### src/rtl/ecc4fx_pkg.sv
package ecc4fx_pkg;

   typedef enum logic [2:0] {
      FX_IDLE,
      FX_LAUNCH,
      FX_SETTLE,
      FX_POLL,
      FX_APPLY
   } fx_state_t;

   typedef enum logic [1:0] {
      DEC_CLEAN,
      DEC_FAIL,
      DEC_READY,
      DEC_BUSY
   } dec_class_t;

   localparam int DEC_BUSY_MIN = 4;

   function automatic dec_class_t classify(input logic [3:0] st);
      if (st == 4'd0)      return DEC_CLEAN;
      else if (st == 4'd1) return DEC_FAIL;
      else if (st < 4'(DEC_BUSY_MIN)) return DEC_READY;
      else                 return DEC_BUSY;
   endfunction

endpackage

### src/rtl/ecc4fx_settle.sv
module ecc4fx_settle #(
   parameter int TIMEOUT_CYC = 5000,
   parameter int ST_W        = 4,
   parameter int BUSY_MIN    = 4
) (
   input  logic            clk,
   input  logic            rst_n,
   input  logic            active,
   input  logic [ST_W-1:0] dec_state,
   output logic            ready
);
   localparam int CW = $clog2(TIMEOUT_CYC + 1);
   localparam logic [CW-1:0] LAST = CW'(TIMEOUT_CYC - 1);

   generate
      if (TIMEOUT_CYC < 2) begin : g_bad_timeout
         $error("TIMEOUT_CYC must be at least 2");
      end
   endgenerate

   logic [CW-1:0] cnt_q;

   always_ff @(posedge clk or negedge rst_n) begin
      if (!rst_n)              cnt_q <= '0;
      else if (!active)        cnt_q <= '0;
      else if (cnt_q != LAST)  cnt_q <= cnt_q + 1'b1;
   end

   assign ready = active && ((dec_state >= ST_W'(BUSY_MIN)) || (cnt_q == LAST));

   // the settle counter never runs past the window
   p_settle_bound_r4: assert property (@(posedge clk) disable iff (!rst_n)
      active |-> cnt_q <= LAST);

endmodule

### src/rtl/ecc4fx_pick.sv
module ecc4fx_pick #(
   parameter int SECTOR_BYTES = 512,
   parameter int ADDR_OFS     = 7,
   parameter int ADDR_W       = 10,
   parameter int VAL_W        = 8,
   parameter int HALF_W       = 16,
   localparam int OFS_W       = $clog2(SECTOR_BYTES)
) (
   input  logic [2*HALF_W-1:0] loc_pair0,
   input  logic [2*HALF_W-1:0] loc_pair1,
   input  logic [2*HALF_W-1:0] mag_pair0,
   input  logic [2*HALF_W-1:0] mag_pair1,
   input  logic [1:0]          idx,
   output logic [OFS_W-1:0]    offset,
   output logic [VAL_W-1:0]    value,
   output logic                hit
);
   localparam int TOP = SECTOR_BYTES + ADDR_OFS;

   generate
      if (TOP >= (1 << ADDR_W)) begin : g_bad_top
         $error("SECTOR_BYTES + ADDR_OFS must fit in ADDR_W bits");
      end
      if (ADDR_W > HALF_W || VAL_W > HALF_W) begin : g_bad_half
         $error("fields must fit in a register half");
      end
      if ((1 << OFS_W) != SECTOR_BYTES) begin : g_bad_sector
         $error("SECTOR_BYTES must be a power of two");
      end
   endgenerate

   logic [2*HALF_W-1:0] locs [2];
   logic [2*HALF_W-1:0] mags [2];
   logic [ADDR_W-1:0]   slot_loc [4];
   logic [VAL_W-1:0]    slot_mag [4];

   assign locs[0] = loc_pair0;
   assign locs[1] = loc_pair1;
   assign mags[0] = mag_pair0;
   assign mags[1] = mag_pair1;

   for (genvar k = 0; k < 4; k++) begin : g_slot
      assign slot_loc[k] = locs[k/2][(k%2)*HALF_W +: ADDR_W];
      assign slot_mag[k] = mags[k/2][(k%2)*HALF_W +: VAL_W];
   end

   logic [ADDR_W-1:0] loc_sel;
   logic [ADDR_W:0]   diff;

   assign loc_sel = slot_loc[idx];
   assign value   = slot_mag[idx];
   assign diff    = (ADDR_W+1)'(TOP) - {1'b0, loc_sel};
   assign hit     = (loc_sel > ADDR_W'(ADDR_OFS)) && (loc_sel <= ADDR_W'(TOP));
   assign offset  = diff[OFS_W-1:0];

endmodule

### src/rtl/ecc4_fixup.sv
module ecc4_fixup
   import ecc4fx_pkg::*;
#(
   parameter int SECTOR_BYTES = 512,
   parameter int ADDR_OFS     = 7,
   parameter int ADDR_W       = 10,
   parameter int HALF_W       = 16,
   parameter int SYN_W        = 32,
   parameter int STAT_W       = 32,
   parameter int ST_LSB       = 8,
   parameter int NUM_LSB      = 16,
   parameter int TIMEOUT_CYC  = 5000,
   localparam int OFS_W       = $clog2(SECTOR_BYTES)
) (
   input  logic                clk,
   input  logic                rst_n,
   input  logic                start,
   input  logic [4*SYN_W-1:0]  syn_words,
   output logic                calc_start,
   input  logic [STAT_W-1:0]   dec_status,
   input  logic [2*HALF_W-1:0] loc_pair0,
   input  logic [2*HALF_W-1:0] loc_pair1,
   input  logic [2*HALF_W-1:0] mag_pair0,
   input  logic [2*HALF_W-1:0] mag_pair1,
   output logic [OFS_W-1:0]    buf_addr,
   input  logic [7:0]          buf_rdata,
   output logic [7:0]          buf_wdata,
   output logic                buf_wr_en,
   output logic                done,
   output logic                fail,
   output logic [2:0]          fixed_cnt
);
   generate
      if (ST_LSB + 4 > STAT_W || NUM_LSB + 2 > STAT_W) begin : g_bad_status
         $error("status fields exceed STAT_W");
      end
   endgenerate

   fx_state_t  state_q;
   dec_class_t cls;
   logic [3:0] dec_state;
   logic [1:0] last_idx_q, idx_q;
   logic       settled, hit;
   logic [7:0] err_val;

   assign dec_state = dec_status[ST_LSB +: 4];
   assign cls       = classify(dec_state);

   ecc4fx_settle #(
      .TIMEOUT_CYC (TIMEOUT_CYC),
      .ST_W        (4),
      .BUSY_MIN    (DEC_BUSY_MIN)
   ) u_settle (
      .clk       (clk),
      .rst_n     (rst_n),
      .active    (state_q == FX_SETTLE),
      .dec_state (dec_state),
      .ready     (settled)
   );

   ecc4fx_pick #(
      .SECTOR_BYTES (SECTOR_BYTES),
      .ADDR_OFS     (ADDR_OFS),
      .ADDR_W       (ADDR_W),
      .VAL_W        (8),
      .HALF_W       (HALF_W)
   ) u_pick (
      .loc_pair0 (loc_pair0),
      .loc_pair1 (loc_pair1),
      .mag_pair0 (mag_pair0),
      .mag_pair1 (mag_pair1),
      .idx       (idx_q),
      .offset    (buf_addr),
      .value     (err_val),
      .hit       (hit)
   );

   assign calc_start = (state_q == FX_LAUNCH);
   assign buf_wr_en  = (state_q == FX_APPLY) && hit;
   assign buf_wdata  = buf_rdata ^ err_val;

   always_ff @(posedge clk or negedge rst_n) begin
      if (!rst_n) begin
         state_q    <= FX_IDLE;
         done       <= 1'b0;
         fail       <= 1'b0;
         fixed_cnt  <= '0;
         idx_q      <= '0;
         last_idx_q <= '0;
      end else begin
         done <= 1'b0;
         unique case (state_q)
            FX_IDLE: if (start) begin
               fixed_cnt <= '0;
               fail      <= 1'b0;
               if (~|syn_words) done    <= 1'b1;
               else             state_q <= FX_LAUNCH;
            end
            FX_LAUNCH: state_q <= FX_SETTLE;
            FX_SETTLE: if (settled) state_q <= FX_POLL;
            FX_POLL: unique case (cls)
               DEC_CLEAN: begin done <= 1'b1; state_q <= FX_IDLE; end
               DEC_FAIL:  begin done <= 1'b1; fail <= 1'b1; state_q <= FX_IDLE; end
               DEC_READY: begin
                  last_idx_q <= dec_status[NUM_LSB +: 2];
                  idx_q      <= '0;
                  state_q    <= FX_APPLY;
               end
               default: ;
            endcase
            FX_APPLY: begin
               if (hit) fixed_cnt <= fixed_cnt + 1'b1;
               if (idx_q == last_idx_q) begin
                  done    <= 1'b1;
                  state_q <= FX_IDLE;
               end else begin
                  idx_q <= idx_q + 1'b1;
               end
            end
            default: state_q <= FX_IDLE;
         endcase
      end
   end

   // done lasts one cycle
   p_done_single_r9: assert property (@(posedge clk) disable iff (!rst_n)
      done |=> !done);
   // launch pulse is one cycle and follows a start
   p_calc_single_r3: assert property (@(posedge clk) disable iff (!rst_n)
      calc_start |=> !calc_start);
   p_calc_follows_r3: assert property (@(posedge clk) disable iff (!rst_n)
      calc_start |-> $past(start));
   // a failure carries no repairs
   p_fail_clean_r5: assert property (@(posedge clk) disable iff (!rst_n)
      fail |-> fixed_cnt == 3'd0);
   // buffer writes never overlap the launch or the done pulse
   p_write_quiet_r7: assert property (@(posedge clk) disable iff (!rst_n)
      buf_wr_en |-> !done && !calc_start);
   // the count never exceeds four repairs
   p_cnt_limit_r9: assert property (@(posedge clk) disable iff (!rst_n)
      fixed_cnt <= 3'd4);

endmodule

### config.mk
export PLATFORM = sky130hd
export DESIGN_NAME = ecc4_fixup
export DESIGN_NICKNAME = d
export VERILOG_FILES = /design/src/rtl/ecc4fx_pkg.sv /design/src/rtl/ecc4fx_settle.sv /design/src/rtl/ecc4fx_pick.sv /design/src/rtl/ecc4_fixup.sv
export SDC_FILE = /design/constraint.sdc
export NUM_CORES = 1
export LEC_CHECK = 0
export ABC_AREA = 1
export BUFFER_PORTS_ARGS = -buffer_cell sky130_fd_sc_hd__buf_2
export CAP_MARGIN = 5
export CORE_AREA = 2 2 125 127
export DETAILED_ROUTE_END_ITERATION = 8
export DIE_AREA = 0 0 127 129
export PLACE_DENSITY = 0.49
export RECOVER_POWER = 100
export SYNTH_ARGS = -nofsm -noshare
export SYNTH_HDL_FRONTEND = slang
export SYNTH_SLANG_ARGS = --single-unit
### constraint.sdc
create_clock -name clk -period 5.2 [get_ports clk]
set_clock_uncertainty 0.2 [all_clocks]
set_input_delay 0 -clock clk [delete_from_list [all_inputs] [get_ports clk]]
set_output_delay 0 -clock clk [all_outputs]
set_load 0.02 [all_outputs]
Yosys cells after proc, flatten, opt, wreduce, memory -nomap -nowiden
Cells that the tools add are included.

Bits in latches: 0. Register bits after elaboration: 25. Input bits: 299. Memories kept: 0. Memory bits (writable): 0. ROM bits: 0.

$lt $le $gt $ge: 5. Div/mod/pow operators: 0. Add/subtract/negate cells: 4. Reductions and logical operators: 17. Shift-type cells: 0. Eq/ne operators: 20. Multiply operators: 0. Bitwise logic cells: 2. Multiplexer cells: 31.

Operators with widths (count): 128-bit OR reduction (1); 13-bit 2-to-1 mux (2); 10-bit binary-select mux with 2-bit select (1); 10-bit 2-to-1 mux (2); 3-bit 2-to-1 mux (6); 8-bit binary-select mux with 2-bit select (1); 8-bit 2-to-1 mux (2); 3-bit case mux with 5 select lines (1); 2-bit inequality test, second input constant (7); 13-bit by 1-bit adder with 13-bit output, second input constant (1); 13-bit equality test, second input constant (1); 13-bit inequality test, second input constant (1); 3-bit case mux with 2 select lines (2); 10-bit by 3-bit > comparator with 1-bit output, second input constant (1); 10-bit less-or-equal comparator, second input constant (1); 3-bit AND reduction (3); 3-bit by 9-bit subtractor with 9-bit output, first input constant (1); 2-bit 2-to-1 mux (4); 8-bit bitwise XOR (1); 1-bit 2-to-1 mux (7); 3-bit by 2-bit equality test with 1-bit output, second input constant (2); 2-bit nonzero test (3); 5-bit AND reduction (1); 4-bit by 1-bit equality test with 1-bit output, second input constant (1); other kinds (23) (26).

Logic depth before layout (Yosys ltp)
Gate-level depths: netlist (run 1).

Depth in word-level cells: 8. Gate-level depth with buffers: 13. Gate-level depth less buffers: 12.

Cells and area by module
A second synthesis (run 1) with hierarchy kept.

Cell total of the unflattened synthesis: 458. Area total of the unflattened synthesis: 2696.3 um^2.

By module, submodules not included: ecc4_fixup (area each 1134.8 um^2, instances 1, cells each 192); ecc4fx_settle (area each 800.8 um^2, instances 1, cells each 117); ecc4fx_pick (area each 760.7 um^2, instances 1, cells each 149).

Worst setup path before layout (run 1)
No wires, ideal clock.

Path type: flip-flop to flip-flop. Start point: register idx_q[0]. End point: register fixed_cnt[0]. Arrival time: 1.480 ns. Clock period less this slack: 1.745 ns. Setup slack: 3.455 ns. Library setup time: 0.065 ns. Cell stages (with the launch flop): 12. Cells stage by stage: dfrtp_1 buf_6 buf_6 nand2_2 nand3_2 nand2_4 nand2_4 nor2_8 nand3_4 a21oi_4 nand2_1 nand2_1.

Word-level cells in the longest chain between the ends: 8.

Ends and longest elaborated chain: start, declared (line ecc4_fixup.sv:42) `logic [1:0] last_idx_q, idx_q;`; start signal, assigned (line ecc4_fixup.sv:117) `idx_q <= idx_q + 1'b1;`; 2-bit inverter with 3-bit output (not written as such) * (line ecc4fx_pick.sv:50) `assign loc_sel = slot_loc[idx];`; 10-bit binary-select mux with 2-bit select * (line ecc4fx_pick.sv:50); 10-bit 2-to-1 mux (not written as such) * (2 in a row) (line ecc4fx_pick.sv:50); 10-bit by 3-bit > comparator with 1-bit output or 10-bit less-or-equal comparator (tied branches) (line ecc4fx_pick.sv:53) `assign hit = (loc_sel > ADDR_W'(ADDR_OFS)) && (loc_sel <= ADDR_W'(TOP));`; 1-bit logical AND * (line ecc4fx_pick.sv:53); 2-bit inequality test (no source line) *; 3-bit AND reduction (no source line) *; end signal, assigned (line ecc4_fixup.sv:112) `if (hit) fixed_cnt <= fixed_cnt + 1'b1;`; end, declared (line ecc4_fixup.sv:31) `output logic [2:0] fixed_cnt`.

Every way passes the cells marked *; elsewhere a longest branch is shown, timed or not. The select of a mux whose other input is x is not followed. A chain may end at the register's enable or synchronous reset.

Final worst setup path (run 1)
Start point: register idx_q[0]. End point: output buf_wr_en.

Word-level cells in the longest chain between the ends: 7.

Ends and longest elaborated chain: 2-bit inverter with 3-bit output (not written as such) * (line ecc4fx_pick.sv:50); 10-bit binary-select mux with 2-bit select * (line ecc4fx_pick.sv:50); 10-bit 2-to-1 mux (not written as such) * (2 in a row) (line ecc4fx_pick.sv:50); 10-bit by 3-bit > comparator with 1-bit output or 10-bit less-or-equal comparator (tied branches) (line ecc4fx_pick.sv:53); 1-bit logical AND * (line ecc4fx_pick.sv:53); 1-bit logical AND * (line ecc4_fixup.sv:79) `assign buf_wr_en = (state_q == FX_APPLY) && hit;`; end, declared (line ecc4_fixup.sv:28) `output logic buf_wr_en,`.

Marks and branches as above.

==> results of run 1 <==
per-stage QoR:
stage	util	hold slack (ns)
finish	0.272	0.0244
global route	0.272	0.0687
CTS	0.276	0.0155
detailed placement	0.264	-0.173
global placement	0.264	-0.160
floorplan	-	-0.496
layer usage:
layer / wire (um) / part of all wire / vias to the layer above
met5: 0 / 0 / -
met4: 72 / 0.0065 / 0
met3: 811 / 0.073 / 4
met2: 5010 / 0.45 / 182
met1: 5150 / 0.47 / 1499
li1: - / - / 1883
sequential cells by signal, indices dropped and copies added, names as in the netlist:
register,cells
fixed_cnt,3
u_settle.cnt_q,13
idx_q,2
fail,1
done,1
state_q,3
last_idx_q,2
kinds of logic after synthesis:
logic type / count (synthesis) / synth area share
AOI/OAI and AO/OA: 67 / 0.149
xor gates and xnor gates: 15 / 0.0503
adders and majority gates: 3 / 0.0144
buffers and inverters: 48 / 0.0872
DFF: 25 / 0.240
and+or+nand+nor: 274 / 0.460
synth_stat cells, types with 2 or more instances:
| cell type | number | area [um^2] |
|---|---|---|
| inv_1 | 31 | 116 |
| o21ai_0 | 27 | 135 |
| a32o_1 | 3 | 30.0 |
| nor2_1 | 114 | 428 |
| a21oi_1 | 17 | 85.1 |
| buf_2 | 6 | 30.0 |
| nand3_1 | 19 | 95.1 |
| nand2_2 | 7 | 43.8 |
| nor3_1 | 5 | 25.0 |
| nand2_4 | 3 | 33.8 |
| o21ai_1 | 4 | 20.0 |
| buf_6 | 5 | 56.3 |
| inv_2 | 3 | 11.3 |
| a211oi_1 | 2 | 15.0 |
| xnor2_1 | 4 | 35.0 |
| nand2_1 | 103 | 387 |
| xor2_1 | 11 | 96.3 |
| dfrtp_1 | 25 | 626 |
| nand4_1 | 12 | 75.1 |
| ha_1 | 3 | 37.5 |
| nand3_2 | 5 | 50.1 |
| o22ai_1 | 8 | 50.1 |
worst max-delay path, cell delays in order, from the launching register on:
cell,delay [ns]
dfrtp_1,0.36
buf_4,0.25
inv_1,0.88
nand2_1,0.18
nand3_2,0.14
nand2_4,0.08
nand2_4,0.10
nor2_1,0.05
nand2_1,0.06
nand2_1,0.07
a21oi_1,0.31
clkbuf_1,0.28
what timing repair did:
action                                  4_1_cts  5_1_grt
resized for setup                             0        0
hold buffers                                  9        0
endpoints found under the setup margin        0        0
endpoints found under the hold margin        29        0
final timing paths:
path | startpoint | to | slack [ns] | cells after the start
setup / recovery | idx_q[0]$_DFFE_PN0P_ | buf_wr_en | 1.97 | 11
hold / removal | dec_status[9] | last_idx_q[0]$_DFFE_PN0P_ | 0.02 | 6
setup reg to reg | idx_q[0]$_DFFE_PN0P_ | fixed_cnt[1]$_DFFE_PN0P_ | 2.28 | 12
hold reg to reg | last_idx_q[0]$_DFFE_PN0P_ | last_idx_q[0]$_DFFE_PN0P_ | 0.29 | 2
max in group asynchronous | rst_n | state_q[2]$_DFFE_PN0P_ | 3.64 | 2
min in group asynchronous | rst_n | done$_DFF_PN0_ | 0.37 | 2
cell type report:
cell class / count / area [um^2]
Clock buffer: 3 / 75.1
Multi-Input combinational cell: 359 / 1730
Tap cell: 188 / 235
Inverter: 35 / 134
Fill cell: 1761 / 10900
Sequential cell: 25 / 626
Clock inverter: 1 / 5.00
Timing Repair Buffer: 250 / 1270
where the power goes:
group	internal (uW)	switching [uW]	leakage, uW
clock network	104	66.4	0.0000409
logic	336	670	0.00175
registers	226	41.3	0.000338
==> results.py, run 1 <==
metrics = {
    "grt": {
        "grtUsageMet3": 0.0146,
        "grt_pass1_wl_um": 16600,
        "overflow": 0,
        "antenna_found_initial": 0,
        "grt_pass1_vias": 3449,
        "grt_usage": 0.128,
        "grt_max_degree": 40,
        "grt.busiest_layer": "met2",
        "use_met2": 0.232,
        "gr-usage-met1": 0.169,
    },
    "clock_tree": {
        "cts-root-buf": "clkbuf_16",
        "cts_setup_buffers": 0,
        "numCtsBuffers": 3,
        "htree_num_levels": 1,
        "path_clk_slew_ns": 0.06,
        "insertion_delay_ns": 0.26,
        "cts_tree": "yes",
        "clockBufferDepth": 2,
        "clock-sinks": 25,
    },
    "placement": {
        "place_inst": 848,
        "gp_congestion": 0.817,
        "place.port_buffers": 240,
        "hpwl_um": 9540,
        "dpl_cell_area_mm2": 0.00396,
        "place_ws_ns": 2.83,
    },
    "routing": {
        "totalWireLength_um": 11000,
        "route.detailed.wl_per_inst_um": 12.8,
        "antenna_left": 0,
        "dr.pass1.iters": 4,
        "drt-initial-drc-count": 192,
        "vias": 3568,
        "via_per_inst": 4.14,
        "route.detailed.drc": 0,
    },
    "logic_synthesis": {
        "ys_types": 37,
        "synth_warnings": 0,
        "syn_nets": 734,
        "synth_ff_type": "dfrtp_1",
        "ys_seq_elements": 25,
        "async_flop_share": 1.00,
        "synth_cells": 432,
        "synth_edf_count": 0,
        "syn_avg_cell_area_um2": 6.04,
        "synth_area_mm2": 0.00261,
        "seq_area_frac_synth": 0.240,
    },
    "sta": {
        "setup-violations-final": 0,
        "max_slew_margin": 0.110,
        "period_share": 0.621,
        "totalNegativeSetupSlack_ns": 0,
        "finalMaxSlewViolations": 0,
        "worst-slew-pin-transition_ns": 1.34,
        "finalHoldViolCount": 0,
        "setup_ws_ns": 1.97,
        "fmax_mhz": 310,
        "period_needed_ns": 3.23,
        "rsz0062_at_grt": "no",
    },
    "run": {
        "maxCapViolCount": 0,
    },
    "critical_path": {
        "startpoint_type": "register",
        "path_class": "register to primary output",
        "worst-path-max-fanout": 39,
        "cp.arrival_ns": 3.03,
        "end_kind": "primary output",
        "crit_required_ns": 5.00,
    },
    "floorplanning": {
        "ios": 323,
        "dieArea_mm2": 0.0164,
        "die-width_um": 127,
        "die_y_um": 129,
        "initial_core_util": 0.174,
        "rows": 45,
        "core_area_mm2": 0.0150,
    },
    "layout": {
        "area_growth_pct": 56.2,
        "final_cells": 861,
        "final_common_cell": "buf_2",
        "final_cell_mix": "220 x buf_2, 114 x nor2_1, 106 x nand2_1",
        "finalInstanceArea_mm2": 0.00408,
        "n_antenna_cell": 0,
        "drive_above_1_share": 0.358,
        "nNetsFinal": 976,
    },
    "power": {
        "p_per_area_mw_per_mm2": 354,
        "total_power_uw": 1440,
        "p_leak_uw": 0.00213,
        "peakVddDrop_uv": 101,
    },
    "min_path": {
        "hp-class": "primary input to register",
    },
    "run_status": {
        "status": "finished clean",
    },
}
No activity file was read; power rests on OpenSTA's default activity.
==> inputs of run 2 (changes only) <==
--- a/config.mk
+++ b/config.mk
@@ -8,10 +8,10 @@
 export ABC_AREA = 1
 export BUFFER_PORTS_ARGS = -buffer_cell sky130_fd_sc_hd__buf_2
 export CAP_MARGIN = 5
-export CORE_AREA = 2 2 125 127
+export CORE_AREA = 2 2 127 129
 export DETAILED_ROUTE_END_ITERATION = 8
-export DIE_AREA = 0 0 127 129
-export PLACE_DENSITY = 0.49
+export DIE_AREA = 0 0 129 131
+export PLACE_DENSITY = 0.47
 export RECOVER_POWER = 100
 export SYNTH_ARGS = -nofsm -noshare
 export SYNTH_HDL_FRONTEND = slang
==> constraint.sdc (replaced) <==
create_clock -name clk -period 3 [get_ports clk]
set_clock_uncertainty 0.2 [all_clocks]
set_input_delay 0 -clock clk [delete_from_list [all_inputs] [get_ports clk]]
set_output_delay 0 -clock clk [all_outputs]
set_load 0.02 [all_outputs]
==> results.py, run 2 (synthesized netlist as in run 1, its figures left out) <==
metrics = {
    "clock_tree": {
        "cts-root-buf": "clkbuf_16",
        "cts_tree": "yes",
        "numCtsBuffers": 3,
        "insertion_delay_ns": 0.26,
        "clock-sinks": 25,
        "cts_setup_buffers": 0,
        "clockBufferDepth": 2,
        "holdBufCountCts": 10,
        "cts_resized": 0,
        "htree_num_levels": 1,
        "path_clk_slew_ns": 0.06,
    },
    "power": {
        "p_per_area_mw_per_mm2": 606,
        "p_leak_uw": 0.00214,
        "peakVddDrop_uv": 216,
    },
    "layout": {
        "largest-register": "u_settle.cnt_q",
        "drive_above_1_share": 0.359,
        "largest_register_ffs": 13,
        "finalInstanceArea_mm2": 0.00415,
        "nNetsFinal": 979,
        "final_cell_mix": "219 x buf_2, 115 x nor2_1, 105 x nand2_1",
        "fillers": 1826,
        "n_antenna_cell": 0,
        "final_common_cell": "buf_2",
        "reg_top3": "u_settle.cnt_q: 13 flops, fixed_cnt: 3 flops, state_q: 3 flops",
        "area_growth_pct": 58.7,
    },
    "grt": {
        "grt_pass1_wl_um": 15700,
        "grt_pass1_vias": 3350,
        "grt_usage": 0.119,
        "grt_max_degree": 40,
        "overflow": 0,
        "antenna_found_initial": 0,
    },
    "floorplanning": {
        "die-width_um": 129,
        "initial_core_util": 0.167,
        "ios": 323,
        "dieArea_mm2": 0.0169,
        "core_area_mm2": 0.0156,
        "rows": 46,
        "die_y_um": 131,
    },
    "placement": {
        "dpl_cell_area_mm2": 0.00401,
        "gp_congestion": 0.756,
        "place.port_buffers": 240,
        "hpwl_um": 8980,
    },
    "critical_path": {
        "crit_required_ns": 3.00,
        "worst-path-max-fanout": 4,
        "startpoint_type": "primary input",
        "end_kind": "register",
        "r2r_cells": 6,
        "cp.arrival_ns": 2.65,
        "path_class": "primary input to register",
    },
    "min_path": {
        "hp-class": "primary input to register",
        "hold_depth": 5,
    },
    "sta": {
        "totalNegativeSetupSlack_ns": 0,
        "period_needed_ns": 2.65,
        "finalMaxSlewViolations": 0,
        "worst-slew-pin-transition_ns": 1.41,
        "rsz0062_at_grt": "no",
        "finalHoldViolCount": 1,
        "period_share": 0.883,
        "timing.hold.ws_ns": -0.000326,
        "fmax_mhz": 377,
        "setup-violations-final": 0,
        "max_slew_margin": 0.0591,
    },
    "run_status": {
        "status": "finished, violations left",
        "violations": "hold timing",
    },
    "routing": {
        "totalWireLength_um": 10500,
        "via_per_inst": 4.01,
        "route.detailed.wl_per_inst_um": 11.7,
        "route.detailed.drc": 0,
        "antenna_left": 0,
        "vias": 3578,
        "drt-initial-drc-count": 109,
        "dr.pass1.iters": 4,
    },
    "run": {
        "maxCapViolCount": 0,
    },
}
==> run 2: cell type report <==
type	instances	area, um^2	area share
Sequential cell	25	626	0.151
Inverter	35	134	0.0323
Clock buffer	4	78.8	0.0190
Timing Repair Buffer	253	1290	0.312
Multi-Input combinational cell	359	1750	0.421
Tap cell	216	270	0.0652
==> run 2: worst paths after layout <==
path                                            from                         to  slack (ns)
setup / recovery                      dec_status[10]  last_idx_q[1]$_DFFE_PN0P_        0.35
hold / removal                         dec_status[9]  last_idx_q[0]$_DFFE_PN0P_     -0.0003
setup reg to reg                idx_q[0]$_DFFE_PN0P_             done$_DFF_PN0_        0.59
hold reg to reg            last_idx_q[0]$_DFFE_PN0P_  last_idx_q[0]$_DFFE_PN0P_        0.30
max in group asynchronous                      rst_n           fail$_DFFE_PN0P_        1.38
min in group asynchronous                      rst_n   fixed_cnt[0]$_DFFE_PN0P_        0.40
==> run 2: report_power, final <==
part / total [uW] / switching, uW / leakage (uW) / internal [uW]
clock: 297 / 115 / 0.0000382 / 182
sequential: 436 / 42.7 / 0.000338 / 393
combinational: 1780 / 1190 / 0.00176 / 587
==> run 2: per-layer routing <==
| layer | up-vias | wire (um) | share of wire | global-route usage |
|---|---|---|---|---|
| met5 | - | 0 | 0 | 0 |
| met4 | 0 | 76 | 0.0073 | 0.0192 |
| met3 | 8 | 946 | 0.090 | 0.0126 |
| met2 | 185 | 4830 | 0.46 | 0.218 |
| met1 | 1491 | 4610 | 0.44 | 0.153 |
| li1 | 1894 | - | - | - |
==> run 2: critical path: stages <==
cell and delay, ns:
dlygate4sd3_1 0.54, buf_2 0.12, nor2_1 0.16, dlygate4sd3_1 0.59
inv_1 0.06, nor3_1 0.47, nand2_1 0.08, dlygate4sd3_1 0.58
nand2_1 0.06
==> run 2: metrics by stage <==
step                      hold slack, ns  setup WS (ns)  total power, uW   util  instances
after floorplan                   -0.496           1.25             1790      -        432
after global placement            -0.151          0.924             2310  0.257        878
after detailed placement          -0.158          0.932             2310  0.257        878
after CTS                        0.00129          0.304             2630  0.269        892
after global routing              0.0670          0.198             2760  0.266        892
final                          -0.000326          0.350             2510  0.266        892
